$ cat src/rtl/tag_cam.sv
`timescale 1ns/1ps
module tag_cam #(
  parameter int ENTRIES = 32,
  parameter int KEY_W   = 26,
  localparam int IDX_W  = $clog2(ENTRIES)
) (
  input  logic             clk,
  input  logic             rst_n,
  input  logic             lk_valid,
  input  logic [KEY_W-1:0] lk_key,
  input  logic             wr_en,
  input  logic [IDX_W-1:0] wr_addr,
  input  logic [KEY_W-1:0] wr_key,
  input  logic             wr_valid,
  output logic             res_valid,
  output logic             res_hit,
  output logic [IDX_W-1:0] res_line
);

  logic [ENTRIES-1:0] vld_q;
  logic [KEY_W-1:0]   key_q [ENTRIES];
  logic [ENTRIES-1:0] match;
  logic               any_match;
  logic [IDX_W-1:0]   first_idx;

  for (genvar e = 0; e < ENTRIES; e++) begin : g_cmp
    assign match[e] = vld_q[e] && (key_q[e] == lk_key);
  end

  assign any_match = |match;

  always_comb begin
    first_idx = '0;
    for (int e = ENTRIES - 1; e >= 0; e--)
      if (match[e]) first_idx = IDX_W'(e);
  end

  always_ff @(posedge clk or negedge rst_n) begin
    if (!rst_n) vld_q <= '0;
    else if (wr_en) vld_q[wr_addr] <= wr_valid;
  end

  always_ff @(posedge clk) begin
    if (wr_en) key_q[wr_addr] <= wr_key;
  end

  always_ff @(posedge clk or negedge rst_n) begin
    if (!rst_n) begin
      res_valid <= 1'b0;
      res_hit   <= 1'b0;
      res_line  <= '0;
    end else begin
      res_valid <= lk_valid;
      res_hit   <= lk_valid && any_match;
      res_line  <= (lk_valid && any_match) ? first_idx : '0;
    end
  end

endmodule

$ cat config.mk
export PLATFORM = sky130hd
export DESIGN_NAME = tag_cam
export DESIGN_NICKNAME = d
export VERILOG_FILES = /design/src/rtl/tag_cam.sv
export SDC_FILE = /design/constraint.sdc
export NUM_CORES = 1
export LEC_CHECK = 0
export BUFFER_PORTS_ARGS = -buffer_cell sky130_fd_sc_hd__buf_4
export CAP_MARGIN = 20
export CORE_ASPECT_RATIO = 0.7
export CORE_MARGIN = 4
export CORE_UTILIZATION = 65
export CTS_BUF_LIST = sky130_fd_sc_hd__clkbuf_16
export CTS_CLUSTER_SIZE = 20
export DETAILED_ROUTE_END_ITERATION = 6
export PLACE_DENSITY = 0.82
export SLEW_MARGIN = 5
export SYNTH_ARGS = -nofsm -noshare
export SYNTH_HDL_FRONTEND = slang
export SYNTH_SLANG_ARGS = --single-unit
$ cat constraint.sdc
create_clock -name clk -period 6.9 [get_ports clk]
set_input_delay 1.035 -clock clk [delete_from_list [all_inputs] [get_ports clk]]
set_output_delay 1.035 -clock clk [all_outputs]
set_load 0.01 [all_outputs]
* Word level (Yosys, flattened, before mapping) *
Memory sizes are Yosys's and may differ from the RTL's.
Cells that the tools add are included.

storage, ports and cells
  RAM bits = 832
  output and inout bits = 7
  word-level logic and storage cells = 112
  memories = 1
  register bits = 39

cells by class
  $lt $le $gt $ge = 2
  multiplexer cells = 38
  eq/ne operators = 32
  reduce and logical (&&, ||, !) cells = 35

memories
  memory  depth  bits a word  read ports  clocked after Yosys merged registers in  write ports  line  source
  key_q   32     26           32          0                                        1            21    logic [KEY_W-1:0] key_q [ENTRIES];

operators by type and width
  operator                                                            count
  equality test 26 bit                                                32
  two-way mux 5 bit                                                   33
  logical AND 1 bit                                                   34
  bitwise mux 32 bit                                                  1
  OR reduction 32 bit                                                 1
  < comparator 5 x 6 -> 1 bit (second input constant)                 1
  demux 1 bit (select 5 bit)                                          1
  greater-or-equal comparator 5 x 1 -> 1 bit (second input constant)  1
  two-way mux 1 bit                                                   3

* Logic depth before layout (Yosys ltp) *
  depth in word-level cells = 35
  gate-level depth with buffers = 13

* Worst setup path before layout *
Ideal clock, no wire load.

  path type = input to register
  start = in wr_addr[1]
  end = reg vld_q[12]
  path buffers = 1
  cell stages on the path = 4
  setup slack = 3.507 ns
  arrival time = 3.268 ns
  setup time = 0.125 ns
  data required time = 6.775 ns
  cells stage by stage = or3b_2 -> clkbuf_1 -> nor2_1 -> mux2_2

between the ends
  longest elaborated chain between the ends = 5
  elaborated cells on any way between the ends = 6
  classes of those cells = order compare (2); mux (3); reduce/logical (1)

ends and longest elaborated chain
  what                                                                                                                    line  source
  start: declaration                                                                                                      12    input logic [IDX_W-1:0] wr_addr,
  < comparator 5 x 6 -> 1 bit (not written as such) / greater-or-equal comparator 5 x 1 -> 1 bit (equally long branches)  40    else if (wr_en) vld_q[wr_addr] <= wr_valid;
  logical AND 1 bit (not written as such)                                                                                 40
  two-way mux 1 bit (not written as such)                                                                                 40
  demux 1 bit (select 5 bit) (*)                                                                                          40
  bitwise mux 32 bit (*)                                                                                                  40
  end signal: indexed assignment                                                                                          40
  end: declaration                                                                                                        20    logic [ENTRIES-1:0] vld_q;

Mark *: on every way between the ends. The rest lies on a longest branch, timed or not.
A chain may end at the register's enable or synchronous reset.

* Worst setup path after layout *
  start = in lk_key[19]
  end = reg res_line[1]

between the ends
  longest elaborated chain between the ends = 35
  elaborated cells on any way between the ends = 99
  classes of those cells = eq/ne (32); mux (33); reduce/logical (34)

ends and longest elaborated chain
  what                             line  source
  start: declaration               10    input logic [KEY_W-1:0] lk_key,
  equality test 26 bit             27    assign match[e] = vld_q[e] && (key_q[e] == lk_key);
  logical AND 1 bit                27
  two-way mux 5 bit (32 in a row)  35    if (match[e]) first_idx = IDX_W'(e);
  two-way mux 5 bit (*)            55    res_line <= (lk_valid && any_match) ? first_idx : '0;
  end signal: assignment           55
  end: declaration                 17    output logic [IDX_W-1:0] res_line

Marks and branches as above.

==> flow_metrics.py <==
metrics = {
    "status": {
        "outcome": "finished, final reports clean",
    },
    "drt": {
        "viasPerCell": 6.73,
        "routed_wl_um": 103000,
        "dr.pass1.iters": 6,
        "dr_total_vias": 21016,
        "drc_errors": 0,
        "drtIter0Drc": 3591,
        "antenna_left": 0,
        "wl_per_cell_um": 32.9,
    },
    "synthesis": {
        "yosysWarnings": 0,
        "synth-seq-cells": 871,
        "ys_types": 40,
        "yosys_most_used_dff": "edfxtp_1",
        "synth_top_area_share_pct": 68.0,
        "syn-num-nets": 2311,
        "ys_seq_area_share_pct": 70.6,
        "yosys.area.top_type": "edfxtp_1",
        "synth_enable_flop_cells": 832,
        "synth_area_leaders": "edfxtp_1, xnor2_1, xor2_1",
        "netlist_area_um2": 36800,
        "synth_async_sr_flop_share_pct": 4.48,
        "avgSynthCellArea_um2": 16.3,
        "syn_inst": 2249,
    },
    "finish": {
        "ff_latch_area_um2": 26000,
        "fillers": 3305,
        "layout.nets": 2385,
        "antennaDiodeCount": 0,
        "layout.cells.most_common_list": "edfxtp_1, xnor2_1, xor2_1, nand4_1, buf_4",
        "drive_above_1_share_pct": 11.7,
        "final_common_cell": "edfxtp_1",
        "area_growth_pct": 9.64,
        "multi_input_area_um2": 10100,
    },
    "clocking": {
        "path_clk_slew_ns": 0.06,
        "cts_hold_buf": 0,
        "cts_made_buffers": 77,
        "clk_latency_ns": 0.64,
        "clk_path_buf_depth": 3,
        "cts_tree": "yes",
        "cts_root_buffer": "clkbuf_16",
        "cts.sinks": 871,
        "post-cts-setup-buffer-count": 0,
        "h-tree-depth": 3,
        "ctsResizeCount": 0,
    },
    "floorplanning": {
        "die-width_um": 292,
        "die_area_um2": 60500,
        "io_pins": 69,
        "start_util_pct": 66.1,
        "fp.dieH_um": 207,
        "rows": 72,
        "coreArea_um2": 55600,
    },
    "timing": {
        "layout_setup_ws_ns": 2.88,
        "slew_viol_final": 0,
        "max_freq_mhz": 249,
        "finalHoldViolations": 0,
        "relSlewSlack_pct": 33.7,
        "rsz0062_at_grt": "false",
        "period_minus_slack_ns": 4.02,
        "finalSetupViolations": 0,
        "finClkSkew_ns": 0.0117,
        "tns_ns": 0,
        "tightestPinTransition_ns": 0.995,
        "min_period_over_period_pct": 58.2,
    },
    "global_routing": {
        "overflow": 0,
        "grt_start_max_net_pins": 40,
        "antenna_found_initial": 1,
        "grt_pass1_wl_um": 146000,
        "grt_use_total_pct": 34.4,
        "grt_pass1_vias": 20746,
    },
    "setup_path": {
        "crit_path_start_kind": "primary input",
        "crit_fanout": 32,
        "worst_ep_required_time_ns": 7.36,
        "endpoint_kind": "register",
        "critPathArrivalTime_ns": 4.48,
        "timing_worst_setup_path_type": "primary input to register",
    },
    "placed_design": {
        "io_buffers": 68,
        "dp_hpwl_um": 50700,
        "dp_slack_ns": 2.44,
        "gp_congestion": 0.853,
    },
    "hold_path": {
        "hp-class": "register to register",
    },
    "power": {
        "power_mw": 11.0,
        "total_leakage_power_nw": 12.9,
        "powerDensity_nw_per_um2": 272,
        "vdd_ir_drop_max_mv": 0.293,
    },
    "job": {
        "drv_cap": 0,
    },
}
cell families after synthesis:
logic type,after synthesis,share of synthesized area (%)
flip-flops,871,70.6
XOR/XNOR,832,19.9
multiplexers,32,0.980
AND/OR/NAND/NOR,377,5.96
buffers and inverters,114,2.09
AO/OA/AOI/OAI,23,0.453
state kept, by name (all words and copies together) (netlist names):
signal,flops
key_q,832
res_hit,1
vld_q,32
res_line,5
res_valid,1
report_power, final:
part	switching (mW)	total [mW]	internal [mW]
logic	0.536	0.765	0.229
registers	0.0447	5.93	5.89
clock network	1.89	4.28	2.39
total	2.47	11.0	8.50
layout make-up:
| class | count | area share, % |
|---|---|---|
| clock buffers | 81 | 5.03 |
| inverters | 6 | 0.0559 |
| multi-input cells | 1264 | 25.1 |
| clock inverters | 60 | 1.13 |
| well taps | 740 | 2.30 |
| repair buffers | 103 | 1.99 |
| flip-flops and latches | 871 | 64.4 |
layer usage:
metal  GRT usage, %  share of wire [%]  vias to the layer above
li1               -                  -                     8369
met1           50.3                 36                    10521
met2           51.9                 44                     1822
met3           8.14                 16                      304
met4           11.8                4.0                        0
met5              0                  0                        -
critical path, stage by stage:
cell,delay [ns]
buf_4,0.70
xnor2_1,0.21
nand4_1,0.14
nor4_1,0.30
nand4_1,0.37
o211ai_1,0.26
a31oi_1,0.16
o211ai_1,0.34
a31oi_1,0.21
o41ai_1,0.45
a31oi_1,0.23
through the flow:
step | utilization, % | cell area, µm² | hold WS [ns] | cells
6_report | 72.5 | 40300 | 0.509 | 3125
3_3_place_gp | 68.0 | 37800 | 0.489 | 2982
2_1_floorplan | - | 36800 | 0.480 | 2249
4_1_cts | 72.5 | 40300 | 0.509 | 3125
3_5_place_dp | 68.0 | 37800 | 0.495 | 2984
5_1_grt | 72.5 | 40300 | 0.513 | 3125
worst paths after layout:
check                      cells past startpoint                     from  slack [ns]               endpoint
setup / recovery                              11               lk_key[19]        2.88  res_line[1]$_DFF_PN0_
setup reg to reg                              10  key_q[29][19]$_DFFE_PP_        3.68  res_line[1]$_DFF_PN0_
max in group asynchronous                      1                    rst_n        5.77  vld_q[16]$_DFFE_PN0P_
min in group asynchronous                      1                    rst_n        0.54  vld_q[11]$_DFFE_PN0P_
hold / removal                                 1    vld_q[23]$_DFFE_PN0P_        0.51  vld_q[23]$_DFFE_PN0P_
hold reg to reg                                1    vld_q[23]$_DFFE_PN0P_        0.51  vld_q[23]$_DFFE_PN0P_
synth_stat cells, drive strengths merged (2+ instances only):
cell,instances
or3b,3
and4,2
nand3,7
o211ai,3
a21oi,4
inv,6
nor3,33
buf,104
xnor2,491
nor4,95
clkbuf,4
dfrtp,39
xor2,341
nand3b,5
o21ai,6
edfxtp,832
nand2,20
a31oi,5
mux2,32
nand4,164
nor2,40
Power figures use the tool's default switching activity.
